### src/rtl/tern_bridge_enc.sv
module tern_bridge_enc #(
  parameter int DEAD_W = 4
) (
  input  logic              clk,
  input  logic              rst_n,
  input  logic signed [4:0] level_i,
  input  logic [DEAD_W-1:0] dead_i,
  output logic [11:0]       gate_o,
  output logic [5:0]        digit_o,
  output logic              range_err_o
);

  localparam int NB = 3;

  function automatic logic [3:0] trit_pat(input logic [1:0] t);
    case (t)
      2'd0:    trit_pat = 4'b0110;
      2'd2:    trit_pat = 4'b1001;
      default: trit_pat = 4'b0101;
    endcase
  endfunction

  function automatic logic [1:0] trit_code(input logic [1:0] t);
    case (t)
      2'd0:    trit_code = 2'b11;
      2'd2:    trit_code = 2'b01;
      default: trit_code = 2'b00;
    endcase
  endfunction

  logic signed [4:0] lvl_q;
  logic              too_hi, too_lo;
  logic [4:0]        ofs, ofs_div;

  assign too_hi = level_i > 5'sd13;
  assign too_lo = level_i < -5'sd13;

  always_ff @(posedge clk) begin
    if (!rst_n) begin
      lvl_q       <= '0;
      range_err_o <= 1'b0;
    end else begin
      lvl_q       <= too_hi ? 5'sd13 : (too_lo ? -5'sd13 : level_i);
      range_err_o <= range_err_o | too_hi | too_lo;
    end
  end

  assign ofs     = 5'(lvl_q + 5'sd13);
  assign ofs_div = ofs / 5'd3;

  logic [1:0] tgt [NB];
  assign tgt[0] = 2'(ofs % 5'd3);
  assign tgt[1] = 2'(ofs_div % 5'd3);
  assign tgt[2] = 2'(ofs_div / 5'd3);

  for (genvar b = 0; b < NB; b++) begin : g_br
    logic [1:0]        app;
    logic              busy;
    logic [DEAD_W-1:0] cnt;

    always_ff @(posedge clk) begin
      if (!rst_n) begin
        app  <= 2'd1;
        busy <= 1'b0;
        cnt  <= '0;
      end else if (busy) begin
        if (cnt == '0) begin
          busy <= 1'b0;
          app  <= tgt[b];
        end else begin
          cnt <= cnt - 1'b1;
        end
      end else if (tgt[b] != app) begin
        if (dead_i == '0) begin
          app <= tgt[b];
        end else begin
          busy <= 1'b1;
          cnt  <= dead_i - 1'b1;
        end
      end
    end

    assign gate_o[4*b +: 4]  = busy ? 4'b0000 : trit_pat(app);
    assign digit_o[2*b +: 2] = trit_code(app);
  end

endmodule


### config.mk
export PLATFORM = sky130hd
export DESIGN_NAME = tern_bridge_enc
export DESIGN_NICKNAME = d
export VERILOG_FILES = /design/src/rtl/tern_bridge_enc.sv
export SDC_FILE = /design/constraint.sdc
export NUM_CORES = 1
export LEC_CHECK = 0
export ABC_AREA = 1
export BUFFER_PORTS_ARGS = -buffer_cell sky130_fd_sc_hd__buf_2
export CAP_MARGIN = 20
export CORE_MARGIN = 3
export CORE_UTILIZATION = 55
export DETAILED_ROUTE_END_ITERATION = 16
export GPL_TIMING_DRIVEN = 0
export PLACE_DENSITY_LB_ADDON = 0.2
export SLEW_MARGIN = 20
export SYNTH_ARGS = -nofsm -noshare
export SYNTH_HDL_FRONTEND = slang
export SYNTH_SLANG_ARGS = --single-unit
### constraint.sdc
create_clock -name clk -period 4.1 [get_ports clk]
set_clock_uncertainty 0.05 [all_clocks]
set_input_delay 0.205 -clock clk [delete_from_list [all_inputs] [get_ports clk]]
set_output_delay 0.205 -clock clk [all_outputs]
set_load 0.005 [all_outputs]
==> flow_metrics.env <==
export IMPL_ant_nets=0
export IMPL_hold_violations=0
export IMPL_grtUsageTotal_pct=20.3
export IMPL_critPathCaptureType="register"
export IMPL_async_reset_ff_share_pct=0
export IMPL_synth_cell_types=39
export IMPL_tightest_slew_ns=0.442
export IMPL_antenna_cells=0
export IMPL_gr_total_overflow=0
export IMPL_setup_viol=0
export IMPL_first_pass_iters=4
export IMPL_synthTopCellsByArea="dfxtp_1, nand2_1, inv_1"
export IMPL_cts_path_max_buffers=2
export IMPL_grt_pass1_wl_um=7450
export IMPL_synth_cells=325
export IMPL_dieWidth_um=68.9
export IMPL_fill_cells=371
export IMPL_yosysTopAreaCellShare_pct=24.9
export IMPL_synth_edff_count=0
export IMPL_post_place_ws_ns=0.138
export IMPL_critPathArrivalTime_ns=3.97
export IMPL_ys_flop_type="dfxtp_1"
export IMPL_cts_root_buf="clkbuf_8"
export IMPL_rows=22
export IMPL_core_mm2=0.00374
export IMPL_drv_cap=0
export IMPL_cts_made_buffers=3
export IMPL_grt_start_max_net_pins=16
export IMPL_synth_area_leader_cell="dfxtp_1"
export IMPL_num_io_pins=30
export IMPL_layout_cells_non_filler=412
export IMPL_initial_core_util_pct=58.1
export IMPL_cts_htree_levels=1
export IMPL_synth_yosys_seq_area_share_pct=24.9
export IMPL_crit_type="reg -> reg"
export IMPL_post_dp_hpwl_um=3550
export IMPL_area_growth_syn_to_layout_pct=15.4
export IMPL_port_buffers=29
export IMPL_ys_warnings_count=0
export IMPL_vias=2154
export IMPL_dp_cells=402
export IMPL_timing_final_crit_share_pct=93.7
export IMPL_fin_nets=388
export IMPL_min_period_ns=3.84
export IMPL_power_density_mw_per_mm2=706
export IMPL_avgRoutedWirePerCell_um=11.3
export IMPL_first_iter_violations=97
export IMPL_avgSynthCellArea_um2=6.69
export IMPL_gpl_final_weighted_congestion=0.827
export IMPL_grt_pass1_vias=1802
export IMPL_leakagePower_nw=1.30
export IMPL_cpPeakStageDelay_ns=0.38
export IMPL_viasPerCell=5.23
export IMPL_drv_slew=0
export IMPL_drt_total_wl_um=4650
export IMPL_drc=0
export IMPL_die_area_mm2=0.00474
export IMPL_syn_cell_area_mm2=0.00217
export IMPL_max_freq_mhz=260
export IMPL_path_clk_slew_ns=0.09
export IMPL_finalWorstSetupSlack_ns=0.257
export IMPL_status="finished clean"
export IMPL_fp_dieH_um=68.9
export IMPL_peakVddDrop_mv=0.348
export IMPL_worstPathMaxFanout=6
export IMPL_drive_gt1_share_pct=24.7
export IMPL_cts_tree="built"
export IMPL_startpoint_type="register"
export IMPL_hold_path_class="in -> reg"
export IMPL_maxSlewHeadroom_pct=70.4
export IMPL_syn_num_nets=348
export IMPL_crit_slowest_cell="dfxtp_4"
export IMPL_insertion_delay_ns=0.28
export IMPL_synth_seq_cells=27
export IMPL_antenna_found_initial=0
export IMPL_cts_sinks=27
export IMPL_crit_required_ns=4.23
==> path summary, 6_finish.rpt <==
kind | startpoint | endpoint | slack, ns | depth (start not counted)
min | level_i[1] | lvl_q[1]$_SDFF_PP0_ | 0.13 | 3
max reg2reg | lvl_q[0]$_SDFF_PN0_ | g_br[1].cnt[3]$_SDFFE_PN0P_ | 0.26 | 29
min reg2reg | g_br[1].cnt[1]$_SDFFE_PN0P_ | g_br[1].cnt[1]$_SDFFE_PN0P_ | 0.45 | 2
max | lvl_q[0]$_SDFF_PN0_ | g_br[1].cnt[3]$_SDFFE_PN0P_ | 0.26 | 29
==> where the power goes <==
group | switching [mW] | internal [mW]
sequential | 0.0823 | 0.357
combinational | 0.707 | 0.469
clock | 0.0879 | 0.0684
total | 0.877 | 0.895
==> stage by stage <==
step | hold slack (ns) | utilization, % | TNS (ns) | cell area (um2) | power (mW)
6_report | 0.135 | 67.0 | 0 | 2510 | 1.77
5_1_grt | 0.140 | 67.0 | -0.0527 | 2510 | 1.97
4_1_cts | 0.124 | 64.8 | 0 | 2420 | 1.70
3_5_place_dp | 0.427 | 63.5 | 0 | 2380 | 1.53
3_3_place_gp | 0.419 | 63.5 | 0 | 2380 | 1.51
2_1_floorplan | 0.293 | - | 0 | 2170 | 1.30
==> layout make-up <==
type                       instances  area (um2)  area share [%]
multi-input combinational        239        1430            57.0
sequential                        27         544            21.7
inverter                          54         204            8.13
timing repair buffer              35         190            7.58
tap                               48        60.1            2.39
clock buffer                       3        41.3            1.65
buffer                             5        33.8            1.35
clock inverter                     1        5.00           0.200
==> cell families (layout without fill, tap and decap cells) <==
family                   Yosys count  count (layout)  share of synthesized area [%]
AO/OA/AOI/OAI                     52              52                           14.0
buffers and inverters             59              98                           10.9
flip-flops                        27              27                           24.9
AND/OR/NAND/NOR                  166             166                           39.6
adder cells (fa/ha/maj)           12              12                           6.91
multiplexers                       1               1                          0.518
XOR/XNOR                           8               8                           3.22
==> cells in the mapped netlist, types with 2 or more instances <==
| cell | count |
|---|---|
| nand2_1 | 64 |
| inv_1 | 47 |
| nor2_1 | 30 |
| nand3_1 | 28 |
| dfxtp_1 | 27 |
| a21oi_1 | 19 |
| o21ai_0 | 19 |
| nand2_2 | 14 |
| ha_1 | 12 |
| nand3_2 | 9 |
| xor2_1 | 7 |
| nand4_1 | 6 |
| inv_2 | 5 |
| nor3_1 | 4 |
| a211oi_1 | 3 |
| o21ai_1 | 3 |
| a31oi_1 | 2 |
| buf_4 | 2 |
| clkbuf_1 | 2 |
| nand2_4 | 2 |
| o21ai_2 | 2 |
==> per-layer routing <==
metal	part of all wire [%]	global-route usage [%]	vias up	wire, um
met5	0	0	-	0
li1	-	-	1135	-
met2	48	35.5	46	2230
met4	1.5	7.79	0	71
met1	46	25.6	968	2150
met3	4.1	1.94	5	189
==> registers in the layout, indices dropped and copies added, names as in the netlist <==
name / cells
g_br.cnt: 12
lvl_q: 5
g_br.busy: 3
range_err_o: 1
g_br.app: 6
==> critical path, delay by kind of cell, from the launching register on <==
| kind | cells | cell delay, ns |
|---|---|---|
| and+or+nand+nor | 21 | 2.17 |
| buffers and inverters | 4 | 0.44 |
| adders and majority gates | 3 | 0.60 |
| AOI/OAI and AO/OA | 1 | 0.12 |
| DFF | 1 | 0.38 |
==> placed cells by master, fill, tap and decap left out, types with 2 or more instances in the layout <==
cell	count
a21oi_1	19
nand4_4	2
nand2_4	2
nor2_1	30
clkinv_2	2
nand3_4	2
nand2_1	63
o21ai_2	3
xor2_1	7
a211oi_1	3
nor3_1	4
ha_1	11
a31oi_1	2
o21ai_0	19
buf_4	8
nand3_1	27
o21ai_1	2
nand2_2	15
dfxtp_1	26
buf_2	29
clkbuf_1	2
clkbuf_8	3
inv_1	46
nor2_4	2
nand4_1	6
nand3_2	9
inv_2	6
==> timing repair <==
item | CTS | global route
hold buffers | 0 | 0
setup endpoints to repair | 0 | 11
buffers inserted | 0 | 5
gates resized for setup | 0 | 11
Power figures use the tool's default switching activity.
